[src/rtl/i2cx_pkg.sv]
package i2cx_pkg;
  typedef enum logic [3:0] {
    ST_IDLE,
    ST_ADDR,
    ST_ADDR_ACK,
    ST_CMD,
    ST_CMD_ACK,
    ST_WR,
    ST_WR_ACK,
    ST_RD,
    ST_RD_ACK,
    ST_WAIT
  } slv_state_e;
endpackage

[src/rtl/i2cx_glitch_filter.sv]
module i2cx_glitch_filter #(
  parameter int W          = 2,
  parameter int STABLE_CYC = 3
) (
  input  logic         clk_i,
  input  logic         rst_ni,
  input  logic [W-1:0] raw_i,
  output logic [W-1:0] sync_o,
  output logic [W-1:0] flt_o
);
  localparam int CW = $clog2(STABLE_CYC + 1);

  for (genvar g = 0; g < W; g++) begin : g_line
    logic          s1_q, s2_q, out_q;
    logic [CW-1:0] cnt_q;

    always_ff @(posedge clk_i or negedge rst_ni) begin
      if (!rst_ni) begin
        s1_q  <= 1'b1;
        s2_q  <= 1'b1;
        out_q <= 1'b1;
        cnt_q <= '0;
      end else begin
        s1_q <= raw_i[g];
        s2_q <= s1_q;
        if (s2_q == out_q) begin
          cnt_q <= '0;
        end else if (cnt_q == CW'(STABLE_CYC - 1)) begin
          out_q <= s2_q;
          cnt_q <= '0;
        end else begin
          cnt_q <= cnt_q + 1'b1;
        end
      end
    end

    assign sync_o[g] = s2_q;
    assign flt_o[g]  = out_q;
  end
endmodule

[src/rtl/i2cx_bus_events.sv]
module i2cx_bus_events (
  input  logic clk_i,
  input  logic rst_ni,
  input  logic scl_i,
  input  logic sda_i,
  output logic scl_rise_o,
  output logic scl_fall_o,
  output logic start_o,
  output logic stop_o
);
  logic scl_q, sda_q;

  always_ff @(posedge clk_i or negedge rst_ni) begin
    if (!rst_ni) begin
      scl_q <= 1'b1;
      sda_q <= 1'b1;
    end else begin
      scl_q <= scl_i;
      sda_q <= sda_i;
    end
  end

  assign scl_rise_o = !scl_q && scl_i;
  assign scl_fall_o = scl_q && !scl_i;
  // data edge while clock held high
  assign start_o    = scl_q && scl_i && sda_q && !sda_i;
  assign stop_o     = scl_q && scl_i && !sda_q && sda_i;
endmodule

[src/rtl/i2cx_slave_fsm.sv]
module i2cx_slave_fsm
  import i2cx_pkg::*;
#(
  parameter int          HI_W     = 4,
  parameter logic [HI_W-1:0] ADDR_HI = 4'b0011,
  parameter int          SEL_W    = 3,
  parameter int          NUM_REGS = 4,
  parameter int          DW       = 8
) (
  input  logic                        clk_i,
  input  logic                        rst_ni,
  input  logic                        scl_rise_i,
  input  logic                        scl_fall_i,
  input  logic                        start_i,
  input  logic                        stop_i,
  input  logic                        sda_i,
  input  logic [SEL_W-1:0]            addr_sel_i,
  input  logic [DW-1:0]               rd_data_i,
  output logic                        sda_oe_o,
  output logic [$clog2(NUM_REGS)-1:0] ptr_o,
  output logic                        rd_pulse_o,
  output logic                        wr_pulse_o,
  output logic [DW-1:0]               wr_data_o
);
  localparam int PTR_W = $clog2(NUM_REGS);
  localparam int CNT_W = $clog2(DW + 1);
  localparam int AW    = HI_W + SEL_W;

  slv_state_e     state_q;
  logic [CNT_W-1:0] cnt_q;
  logic [DW-1:0]  sr_q, tx_q;
  logic           rw_q, mack_q;
  logic           rx_state, byte_done, addr_hit, cmd_ok;

  assign rx_state  = state_q inside {ST_ADDR, ST_CMD, ST_WR};
  assign byte_done = scl_fall_i && (cnt_q == CNT_W'(DW));
  assign addr_hit  = sr_q[DW-1 -: AW] == {ADDR_HI, addr_sel_i};
  assign cmd_ok    = int'(sr_q) < NUM_REGS;

  always_ff @(posedge clk_i or negedge rst_ni) begin
    if (!rst_ni) begin
      state_q    <= ST_IDLE;
      cnt_q      <= '0;
      sr_q       <= '0;
      tx_q       <= '0;
      rw_q       <= 1'b0;
      mack_q     <= 1'b0;
      sda_oe_o   <= 1'b0;
      ptr_o      <= '0;
      rd_pulse_o <= 1'b0;
      wr_pulse_o <= 1'b0;
      wr_data_o  <= '0;
    end else begin
      rd_pulse_o <= 1'b0;
      wr_pulse_o <= 1'b0;
      if (start_i) begin
        state_q  <= ST_ADDR;
        cnt_q    <= '0;
        sda_oe_o <= 1'b0;
      end else if (stop_i) begin
        state_q  <= ST_IDLE;
        sda_oe_o <= 1'b0;
      end else begin
        if (scl_rise_i && rx_state && cnt_q != CNT_W'(DW)) begin
          sr_q  <= {sr_q[DW-2:0], sda_i};
          cnt_q <= cnt_q + 1'b1;
        end
        unique case (state_q)
          ST_ADDR: if (byte_done) begin
            cnt_q <= '0;
            if (addr_hit) begin
              sda_oe_o <= 1'b1;
              rw_q     <= sr_q[0];
              state_q  <= ST_ADDR_ACK;
            end else begin
              state_q <= ST_WAIT;
            end
          end
          ST_ADDR_ACK: if (scl_fall_i) begin
            cnt_q <= '0;
            if (rw_q) begin
              tx_q       <= rd_data_i;
              rd_pulse_o <= 1'b1;
              sda_oe_o   <= !rd_data_i[DW-1];
              state_q    <= ST_RD;
            end else begin
              sda_oe_o <= 1'b0;
              state_q  <= ST_CMD;
            end
          end
          ST_CMD: if (byte_done) begin
            cnt_q <= '0;
            if (cmd_ok) begin
              ptr_o    <= sr_q[PTR_W-1:0];
              sda_oe_o <= 1'b1;
              state_q  <= ST_CMD_ACK;
            end else begin
              state_q <= ST_WAIT;
            end
          end
          ST_CMD_ACK, ST_WR_ACK: if (scl_fall_i) begin
            sda_oe_o <= 1'b0;
            cnt_q    <= '0;
            state_q  <= ST_WR;
          end
          ST_WR: if (byte_done) begin
            cnt_q      <= '0;
            sda_oe_o   <= 1'b1;
            // pointer 0 is the read-only input register
            wr_pulse_o <= ptr_o != '0;
            wr_data_o  <= sr_q;
            state_q    <= ST_WR_ACK;
          end
          ST_RD: if (scl_fall_i) begin
            if (cnt_q == CNT_W'(DW - 1)) begin
              sda_oe_o <= 1'b0;
              cnt_q    <= '0;
              state_q  <= ST_RD_ACK;
            end else begin
              tx_q     <= {tx_q[DW-2:0], 1'b0};
              sda_oe_o <= !tx_q[DW-2];
              cnt_q    <= cnt_q + 1'b1;
            end
          end
          ST_RD_ACK: begin
            if (scl_rise_i) mack_q <= !sda_i;
            if (scl_fall_i) begin
              if (mack_q) begin
                tx_q       <= rd_data_i;
                rd_pulse_o <= 1'b1;
                sda_oe_o   <= !rd_data_i[DW-1];
                cnt_q      <= '0;
                state_q    <= ST_RD;
              end else begin
                state_q <= ST_WAIT;
              end
            end
          end
          default: ;
        endcase
      end
    end
  end
endmodule

[src/rtl/i2cx_slave_front.sv]
module i2cx_slave_front #(
  parameter logic [3:0] ADDR_HI    = 4'b0011,
  parameter int         STABLE_CYC = 3
) (
  input  logic       clk_i,
  input  logic       rst_ni,
  input  logic       scl_i,
  input  logic       sda_i,
  input  logic [2:0] addr_sel_i,
  input  logic [7:0] rd_data_i,
  output logic       sda_oe_o,
  output logic [1:0] ptr_o,
  output logic       rd_pulse_o,
  output logic       wr_pulse_o,
  output logic [7:0] wr_data_o
);
  logic scl_flt, sda_flt, scl_sync, sda_sync;
  logic scl_rise, scl_fall, start_det, stop_det;

  i2cx_glitch_filter #(.W(2), .STABLE_CYC(STABLE_CYC)) u_flt (
    .clk_i  (clk_i),
    .rst_ni (rst_ni),
    .raw_i  ({scl_i, sda_i}),
    .sync_o ({scl_sync, sda_sync}),
    .flt_o  ({scl_flt, sda_flt})
  );

  i2cx_bus_events u_evt (
    .clk_i      (clk_i),
    .rst_ni     (rst_ni),
    .scl_i      (scl_flt),
    .sda_i      (sda_flt),
    .scl_rise_o (scl_rise),
    .scl_fall_o (scl_fall),
    .start_o    (start_det),
    .stop_o     (stop_det)
  );

  i2cx_slave_fsm #(
    .HI_W(4), .ADDR_HI(ADDR_HI), .SEL_W(3), .NUM_REGS(4), .DW(8)
  ) u_fsm (
    .clk_i      (clk_i),
    .rst_ni     (rst_ni),
    .scl_rise_i (scl_rise),
    .scl_fall_i (scl_fall),
    .start_i    (start_det),
    .stop_i     (stop_det),
    .sda_i      (sda_flt),
    .addr_sel_i (addr_sel_i),
    .rd_data_i  (rd_data_i),
    .sda_oe_o   (sda_oe_o),
    .ptr_o      (ptr_o),
    .rd_pulse_o (rd_pulse_o),
    .wr_pulse_o (wr_pulse_o),
    .wr_data_o  (wr_data_o)
  );
endmodule

[config.mk]
export PLATFORM = sky130hd
export DESIGN_NAME = i2cx_slave_front
export DESIGN_NICKNAME = d
export VERILOG_FILES = /design/src/rtl/i2cx_pkg.sv /design/src/rtl/i2cx_glitch_filter.sv /design/src/rtl/i2cx_bus_events.sv /design/src/rtl/i2cx_slave_fsm.sv /design/src/rtl/i2cx_slave_front.sv
export SDC_FILE = /design/constraint.sdc
export NUM_CORES = 1
export LEC_CHECK = 0
export BUFFER_PORTS_ARGS = -buffer_cell sky130_fd_sc_hd__clkbuf_2
export CAP_MARGIN = 5
export CORE_ASPECT_RATIO = 1.25
export CORE_MARGIN = 4
export CORE_UTILIZATION = 50
export CTS_CLUSTER_SIZE = 20
export DETAILED_ROUTE_END_ITERATION = 16
export HOLD_SLACK_MARGIN = 0.15
export PLACE_DENSITY_LB_ADDON = 0.3
export SLEW_MARGIN = 30
export SYNTH_ARGS = -nofsm -noshare
export SYNTH_HDL_FRONTEND = slang
export SYNTH_HIERARCHICAL = 1
export SYNTH_SLANG_ARGS = --single-unit
[constraint.sdc]
create_clock -name clk_i -period 3.2 [get_ports clk_i]
set_input_delay 0.32 -clock clk_i [delete_from_list [all_inputs] [get_ports clk_i]]
set_output_delay 0.32 -clock clk_i [all_outputs]
set_load 0.02 [all_outputs]
### Word-level counts from Yosys, hierarchy flattened

Cells that the tools add are included.

* bits in registers: 50
* memory bits (writable): 0
* bits of input ports: 15
* latch bits: 0
* word-level logic and storage cells: 158
* output and inout port bits: 13
* ROM bits: 0
* memories kept: 0

* $add $sub $neg: 3
* eq/ne operators: 34
* muxes and demuxes: 62
* reduce and logical (&&, ||, !) cells: 33
* bitwise logic cells: 4
* div/mod/pow operators: 0
* order comparisons: 1
* shifts and indexed selects: 0
* $mul: 0

Operators with widths (count)
* two-way mux 4 bit: 22
* != test 4 x 3 -> 1 bit, second input constant: 11
* two-way mux 7 bit: 6
* case mux 4 bit (7 select lines): 1
* two-way mux 1 bit: 24
* case mux 7 bit (3 select lines): 1
* == test 4 x 3 -> 1 bit, second input constant: 5
* AND reduction 9 bit: 2
* case mux 4 bit (4 select lines): 1
* AND reduction 11 bit: 1
* logical AND 1 bit: 10
* != test 2 x 1 -> 1 bit, second input constant: 5
* AND reduction 5 bit: 2
* nonzero test 9 bit: 1
* == test 4 x 2 -> 1 bit, second input constant: 2
* == test 4 bit, second input constant: 2
* < comparator 8 x 3 -> 1 bit, second input constant: 1
* two-way mux 2 bit: 4
* AND reduction 4 bit: 2
* == test 7 x 5 -> 1 bit: 1
* case mux 1 bit (7 select lines): 1
* logical NOT 1 bit: 6
* nonzero test 3 bit: 2
* OR reduction 3 bit: 2
* 14 further kinds: 22

### Longest topological paths before layout

Gate-level depths: netlist of the first run.

* depth after elaboration: 10
* mapped depth: 8
* gate-level depth less buffers: 7

### By module

Netlist of the first run, hierarchy kept.

By module, submodules not included
* i2cx_slave_fsm: area each 2232.1 µm², times used 1, sequential area each 950.9 µm², cells an instance 230
* i2cx_glitch_filter: area each 387.9 µm², times used 1, sequential area each 257.7 µm², cells an instance 24
* i2cx_bus_events: area each 85.1 µm², times used 1, sequential area each 52.6 µm², cells an instance 6

### Least setup slack after synthesis of the first run

Ideal clock, no wire load.

* kind: register -> register
* start: reg u_flt.g_line[1].out_q
* end: reg u_fsm.state_q[2]
* period minus slack after synthesis: 2282 ps
* buffers on the path: 1
* arrival: 2157 ps
* data required time: 3075 ps
* slack: 918 ps
* cell stages (with the launch flop): 8
* setup time: 125 ps
* path through: dfstp_2 buf_4 nor2b_1 or4b_1 a211oi_1 nor2_1 a311o_1 mux2_4

* longest elaborated chain between the ends: 5
* elaborated cells on any way between the ends: 20
* classes of those cells: eq/ne (8); mux (2); reduce/logical (10)

RTL lines
* start, declared: line i2cx_glitch_filter.sv:14 `logic s1_q, s2_q, out_q;`
* start signal, assigned: line i2cx_glitch_filter.sv:29 `out_q <= s2_q;`
* logical NOT 1 bit (*): line i2cx_bus_events.sv:24 `assign scl_fall_o = scl_q && !scl_i;`
* logical AND 1 bit (*): line i2cx_bus_events.sv:24
* via scl_fall: line i2cx_slave_front.sv:18 `logic scl_rise, scl_fall, start_det, stop_det;`
* logical AND 1 bit: line i2cx_slave_fsm.sv:36 `assign byte_done = scl_fall_i && (cnt_q == CNT_W'(DW));`
* != test 4 x 3 -> 1 bit (no source line)
* AND reduction 9 bit (no source line) (*)
* end signal, assigned: line i2cx_slave_fsm.sv:42 `state_q <= ST_IDLE;`
* end signal, assigned: line i2cx_slave_fsm.sv:57 `state_q <= ST_ADDR;`
* end signal, assigned: line i2cx_slave_fsm.sv:61 `state_q <= ST_IDLE;`
* end, declared: line i2cx_slave_fsm.sv:29 `slv_state_e state_q;`

Mark *: on every way through the listed nets, which the timed path passes. The rest lies on a longest branch.
A chain may end at the register's enable or synchronous reset.

### Worst setup path after layout of the first run

* start: reg u_evt.scl_q
* end: reg u_fsm.state_q[3]

* elaborated cells on any way between the ends: 19
* classes of those cells: eq/ne (8); mux (2); reduce/logical (9)

RTL lines
* start, declared: line i2cx_bus_events.sv:11 `logic scl_q, sda_q;`
* start signal, assigned: line i2cx_bus_events.sv:18 `scl_q <= scl_i;`
* logical AND 1 bit (*): line i2cx_bus_events.sv:24
* via scl_fall: line i2cx_slave_front.sv:18
* logical AND 1 bit: line i2cx_slave_fsm.sv:36
* != test 4 x 3 -> 1 bit (no source line)
* AND reduction 9 bit (no source line) (*)

Marked as above.

==> results summary, run 1 <==
In this run the worst path has a maximum fanout of 14. The die footprint is roughly 6600 um2. The arrival time of data at the critical path endpoint is 2.82 ns. The clock skew after layout came out at about 0.0054 ns.

The share of cells above drive strength 1 is 0.303. Yosys printed 6 warnings. The first-pass GRT wire length is 9.27 mm. Clock tree synthesis inserted a total of 5 buffers.

The row count is 29. Routability-driven placement finished with a final weighted congestion of between 0.8 and 0.9. In the finished design, the share of the clock period the worst path needs comes to 0.821. The worst endpoint required time is around 3.4 ns.

The routed length per instance came out at approximately 15 um. The post-synth net total is approximately 280. The worst setup path is launched from a flip-flop.

The largest buffer count on any clock path came out at 2. In this run the power density over the cells is 667 nW/um2. The number of design-rule violations left by the first detailed-router iteration is 189. The final global-route overflow total is 0.

The average footprint of a synthesized cell is about 10 um2. The layout-stage area growth over the synthesis result is 10.9%. The initial antenna violation count is 0. The flow ran to the end, and the final reports show no timing, DRC or antenna violations. The share of total power dissipated in the clock network is 0.198. The total count of hold-check failures in the final report came out at 0. In this run the tool buffered the top-level ports with 27 buffer cells.

Measured against its own limit, the worst slew margin works out to 0.440. The count of maximum capacitance violations is 0. Setup violations remaining at the end of the flow were counted as 0. After clock tree synthesis, the clock-pin slew on the worst setup and hold paths is 0.09 ns.

The synthesized instance count is about 260. The standard cell area after detailed placement came out at 2860 um2. The worst setup path is captured at a flip-flop. The placed wire-length estimate after detailed placement is roughly 3.8 mm.

The number of clock sinks seen by CTS is 50. The maximum clock frequency is 0.381 GHz. The maximum number of pins on one net before global-route repair came out at 37. The setup TNS is 0 ns. In this run the clock root is driven by a sky130_fd_sc_hd__clkbuf_8.

Across every metal layer, demand over resource in global routing totals 0.173. The number of optimization iterations in the first detailed-route pass came out at 4. The number of H-tree branching levels is 2. The area of the core is between 5000 and 6000 um2. The kind of path behind the tightest hold check is input port to flip-flop. The count of unresolved DRC violations after routing is 0. The starting utilization of the core area came out at 0.522. The switching share of power is 0.351. The detailed router placed 2,031 vias in this run. The total inserted antenna cells is 0. Summed over all cells, the static leakage comes to between 1 and 1.5 nW. The detailed-route vias per instance came out at between 5 and 6. The critical path in this run is classified as flip-flop to flip-flop.

The clock latency on the worst-skew pair is 0.30 ns. The final layout net count came out at 300. The sequential share of power is 0.490.

In this run the horizontal extent of the chip is between 70 and 80 um. The post-route minimum period came out at between 2 and 3 ns. In the layout the commonest cells are sky130_fd_sc_hd__dfrtp_1 (42), sky130_fd_sc_hd__nand2_1 (32), sky130_fd_sc_hd__clkbuf_2 (27). Leaving out fill and tap cells, the most frequent cell in the layout is sky130_fd_sc_hd__dfrtp_1.

In this run the remaining antenna-violating nets after routing total 0. The transition time at the pin with the least slew margin came out at around 0.84 ns. The maximum vdd drop is around 0.00037 V. The number of I/O pins is 28.

The combinational share of power is 0.312. The overall die height is approximately 90 um. The final instance area is 2980 um2. TritonCTS built the clock tree. The internal portion of total power came out at between 1 and 1.5 mW. The number of global-route vias before repair is slightly above 2,000. The number of pins exceeding their max-slew limit in the final report is 0. The total standard cell area after synthesis came out at 2690 um2.

The switching power of the nets came out at around 0.7 mW. Summed over all layers, the routed wires come to around 5.3 mm. Setup repair after global routing left no endpoint under its margin.
cell type report:
type | instances | area (um2)
Inverter | 7 | 26.3
Sequential cell | 50 | 1260
Timing Repair Buffer | 33 | 188
Fill cell | 454 | 2170
Clock inverter | 2 | 16.3
Tap cell | 62 | 77.6
Multi-Input combinational cell | 186 | 1330
Clock buffer | 6 | 82.6
per-stage QoR:
stage / hold WS, ns / instances / setup WS, ns / util / total power, mW
after global placement: 0.346 / 335 / 0.689 / 0.554 / 1.58
final: 0.221 / 346 / 0.574 / 0.579 / 1.99
after global routing: 0.245 / 346 / 0.439 / 0.579 / 2.12
after floorplan: 0.0244 / 258 / 0.918 / - / 1.46
after detailed placement: 0.347 / 335 / 0.620 / 0.554 / 1.60
after CTS: 0.215 / 346 / 0.595 / 0.579 / 2.00
timing repair:
| item | 4_1_cts | 5_1_grt |
|---|---|---|
| setup buffers | 0 | 0 |
| hold buffers | 3 | 0 |
| resized for setup | 0 | 0 |
| hold endpoints to repair | 34 | 0 |
| endpoints found under the setup margin | 0 | 0 |
state kept, by name, summed over array words and instances, names as in the netlist, 2 cells and up:
| name | count |
|---|---|
| u_flt/g_line.cnt_q | 4 |
| u_fsm/state_q | 4 |
| u_flt/g_line.s2_q | 2 |
| u_fsm/tx_q | 7 |
| u_fsm/cnt_q | 4 |
| u_fsm/ptr_o | 2 |
| u_fsm/wr_data_o | 8 |
| u_flt/g_line.out_q | 2 |
| u_fsm/sr_q | 8 |
| u_flt/g_line.s1_q | 2 |
power groups by stage:
stage	combinational (mW)	clock (mW)	sequential [mW]
2_1_floorplan	0.545	0	0.914
3_3_place_gp	0.599	0	0.979
3_5_place_dp	0.615	0	0.984
4_1_cts	0.620	0.406	0.972
5_1_grt	0.689	0.434	0.999
6_report	0.620	0.394	0.975
worst max-delay path, cell delays in order (launching register included):
cell                       delay [ns]
sky130_fd_sc_hd__dfstp_2         0.55
sky130_fd_sc_hd__nor2b_1         0.66
sky130_fd_sc_hd__and4b_1         0.35
sky130_fd_sc_hd__a211oi_1        0.06
sky130_fd_sc_hd__nor2_1          0.22
sky130_fd_sc_hd__a311o_1         0.35
sky130_fd_sc_hd__mux2_4          0.32
layer usage:
layer | GRT usage | vias to the layer above | part of all wire
met4 | 0.0634 | 0 | 0.019
met1 | 0.227 | 986 | 0.44
li1 | - | 982 | -
met5 | 0 | - | 0
met2 | 0.278 | 54 | 0.50
met3 | 0.0324 | 9 | 0.043
final timing paths:
kind | startpoint | end | slack [ns] | depth (start not counted)
min in group asynchronous | rst_ni | u_flt/g_line[1].cnt_q[0] | 0.65 | 2
worst max-delay path | u_evt/scl_q | u_fsm/state_q[3] | 0.57 | 6
worst min register to register | u_flt/g_line[0].s1_q | u_flt/g_line[0].s2_q | 0.36 | 0
max in group asynchronous | rst_ni | u_flt/g_line[0].out_q | 1.78 | 3
worst min-delay path | rd_data_i[0] | u_fsm/tx_q[0] | 0.22 | 3
worst max register to register | u_evt/scl_q | u_fsm/state_q[3] | 0.57 | 6
Power figures use the tool's default switching activity.
==> run 2, diff against run 1 <==
--- a/config.mk
+++ b/config.mk
@@ -5,6 +5,7 @@
 export SDC_FILE = /design/constraint.sdc
 export NUM_CORES = 1
 export LEC_CHECK = 0
+export ABC_AREA = 1
 export BUFFER_PORTS_ARGS = -buffer_cell sky130_fd_sc_hd__clkbuf_2
 export CAP_MARGIN = 5
 export CORE_ASPECT_RATIO = 1.25
==> constraint.sdc (replaced) <==
create_clock -name clk_i -period 2.4 [get_ports clk_i]
set_input_delay 0.24 -clock clk_i [delete_from_list [all_inputs] [get_ports clk_i]]
set_output_delay 0.24 -clock clk_i [all_outputs]
set_load 0.02 [all_outputs]
==> results summary, run 2 <==
The run finished with clean final reports. The combinational share of power is 0.484. The post-synth net total came out at ~410. The width of the die came out at around 75 um.

The clock latency on the worst-skew pair is 0.30 ns. The weighted congestion reported at the end of routability-driven placement is ~0.9. The library cell used most frequently in the layout, excluding fill and tap cells, is sky130_fd_sc_hd__nand2_1. The total clock buffers created by CTS came out at 5.

The floorplan step defined a die boundary enclosing 6890 um2. In this run the count of I/O pins placed on the die edge is 28. The total count of hold-check failures in the final report came out at 0. The detailed-route vias per instance is between 5 and 6.

The worst slack on hold paths is 0.183 ns. The tool flagged a number of max-cap violations equal to 0. After detailed routing, the average wire length per cell comes to about 12 um.

The arrival time of data at the critical path endpoint came out at approximately 2.3 ns. The count of input and output buffers is 27. The delay of the slowest critical-path stage came out at ~0.58 ns. The final non-filler cell total came out at between 400 and 500. The overall die height came out at between 90 and 100 um. After detailed routing, the number of remaining DRC violations is 0. The nature of the critical path endpoint is a flip-flop. The maximum vdd drop came out at ~0.00052 V. The routed via count is about 2,500. Setup repair after global routing left no endpoint under its margin. In this run the static leakage power is ~1.7 nW.

The region available for standard cell placement spans approximately 5400 um2. For this design the ratio of total power to cell area is 1120 nW/um2. The worst hold path begins at rd_data_i[0]. The largest individual stage delay along the critical path comes from the cell sky130_fd_sc_hd__dfstp_2. The post-cts sizing count is 0. For this run, the total global-route usage over all layers was measured as 0.192. The library cells used most frequently in the layout, excluding fill and tap cells, are sky130_fd_sc_hd__nand2_1 (126), sky130_fd_sc_hd__inv_1 (47), sky130_fd_sc_hd__dfrtp_1 (42). The total standard cell area after synthesis came out at about 2800 um2.

STA puts the critical path data required time at between 2 and 3 ns. Of the available clock period, the critical path in the final layout requires 0.868. The busiest layer in global routing is met2.

The setup TNS came out at 0 ns. Of the total power, the share spent switching nets is 0.458. After detailed routing, the total wire length is just over 6 mm. The largest registers in the layout are u_fsm/sr_q x8, u_fsm/wr_data_o x8, u_fsm/tx_q x7. In the final layout, the share of cells above drive strength 1 is 0.176. The launching point of the worst reg2reg path is u_flt/g_line[1].out_q.

The area of all sequential standard cells came out at 1260 um2. The critical path start-end classification is flip-flop to flip-flop. The tightest min-delay check is of the input port to flip-flop type. No sink is reached through more buffers than the 2 on the longest clock path. The number of global-route vias before repair is 2,329.

Once detailed placement completed, the half-perimeter wirelength came to around 4.6 mm. For the final database, setup skew stands at ~0.012 ns. The total setup violations reported at the end of the flow is 0. The headroom to the max-slew limit came out at 0.736. Tracing the worst setup path back leads to its startpoint at u_flt/g_line[1].out_q.

The first routing iteration left between 200 and 250 violations. The share of total power in the clock network came out at 0.148. The number of nets with antenna violations after routing is 0. Entering global routing, the biggest net connects 30 pins. The fraction of met1 tracks used by global routing is 0.251. The global-route track usage on met2 came out at 0.320. The minimum setup slack in the final design is roughly 0.32 ns.

Row generation in the floorplan step produced 30 rows. The maximum clock frequency came out at between 0.4 and 0.5 GHz. The sequential share of power came out at 0.368. The cell count after placement is between 400 and 500. In this run the mean area of a mapped cell was 7.18 um2.

The area growth from synthesis to layout is 11.5%. The number of warning messages in the yosys log is 6. The area of the multi-input gates is 1270 um2. The worst setup path is launched from a flip-flop.

The final layout net count is ~440. The clock transition at the registers of the reported paths is approximately 0.10 ns. The first-pass GRT wire length came out at approximately 10 mm. The cell that appears most often on the critical path is sky130_fd_sc_hd__nor2_1. In this run the power spent charging and discharging nets is around 1.6 mW. Counting every sink on the clock net gives 50.

The final instance area came out at between 3000 and 4000 um2. The number of H-tree branching levels is 2. The starting utilization of the core area came out at 0.516.

Synthesis produced a netlist whose cell count is 391. The post-route minimum period came out at 2.08 ns. In this run the worst path has a maximum fanout of 8.

The global routing met3 resource utilization is 0.0340. The number of optimization iterations in the first detailed-route pass is 4. The transition time at the pin with the least slew margin came out at between 0.3 and 0.4 ns. The standard cell area after detailed placement is around 3000 um2. The total inserted antenna cells came out at 0.

The pre-CTS worst setup slack came out at 0.400 ns. The count of filler cells inserted in the layout is roughly 520. The signal on the critical path passes through nand2_1 > nor2_1 > nor2_1 > inv_2 > nor2_1 > a21oi_1 > nand2_1 > nor2_1 > nand3_1 > nand2_1. The number of pins exceeding their max-slew limit in the final report was 0.

In this run the clock root is driven by a sky130_fd_sc_hd__clkbuf_8. The initial antenna violation count was 0. The TritonCTS clock tree is yes.

The internal portion of total power is about 1.9 mW. The final global-route overflow total is 0.
-- run 2: changes by cell type in the layout (fill, tap and decap cells not counted), moves of 6 or more --
cell / previous run / this run
sky130_fd_sc_hd__inv_1: 7 / 47
sky130_fd_sc_hd__o21ai_1: 0 / 23
sky130_fd_sc_hd__mux2_2: 25 / 0
sky130_fd_sc_hd__nor2b_1: 6 / 0
sky130_fd_sc_hd__nor2_1: 10 / 40
sky130_fd_sc_hd__inv_2: 0 / 9
sky130_fd_sc_hd__nand2_1: 32 / 126
sky130_fd_sc_hd__nand3_1: 11 / 34
sky130_fd_sc_hd__nand2_2: 0 / 7
-- run 2: final timing paths --
path                                        endpoint  slack (ns)  cells after the start
worst max-delay path                u_fsm/state_q[2]        0.32                     10
worst min-delay path                   u_fsm/tx_q[0]        0.18                      3
worst max register to register      u_fsm/state_q[2]        0.32                     10
worst min register to register  u_flt/g_line[1].s2_q        0.36                      0
max in group asynchronous                u_evt/sda_q        1.60                      3
min in group asynchronous           u_fsm/rd_pulse_o        0.45                      3
-- run 2: metrics by stage --
stage	total power, mW	utilization
after floorplan	2.61	-
after global placement	2.93	0.552
after detailed placement	2.97	0.552
after CTS	3.51	0.575
after global routing	3.79	0.575
final	3.49	0.575
-- run 2: cell type report --
| type | instances | area share |
|---|---|---|
| multi-input cells | 276 | 0.407 |
| flip-flops and latches | 50 | 0.403 |
| repair buffers | 36 | 0.0671 |
| inverters | 56 | 0.0671 |
| clock buffers | 7 | 0.0276 |
| well taps | 64 | 0.0256 |
| clock inverters | 1 | 0.00280 |
-- run 2: power by group through the flow --
stage                     clock network [mW]  logic [mW]  registers [mW]
after detailed placement                   0        1.67            1.30
after global placement                     0        1.64            1.29
after global routing                   0.582        1.89            1.32
final                                  0.517        1.69            1.29
after floorplan                            0        1.36            1.25
after CTS                              0.537        1.68            1.29
-- run 2: worst max-delay path: cells and delay by family (launching register included) --
family,cells,cell delay (ns)
compound gates,1,0.27
buf+inv,1,0.16
flops,1,0.58
simple gates,8,1.04
-- run 2: repair_timing --
| action | 4_1_cts | 5_1_grt |
|---|---|---|
| endpoints found under the hold margin | 44 | 0 |
| hold buffers | 3 | 0 |
| setup buffers | 0 | 0 |
-- run 2: metal layers --
metal / up-vias / wire length, um / share of wire
met3: 14 / 278 / 0.046
met5: - / 0 / 0
li1: 1294 / - / -
met4: 0 / 93 / 0.015
met2: 69 / 3000 / 0.49
met1: 1125 / 2710 / 0.45
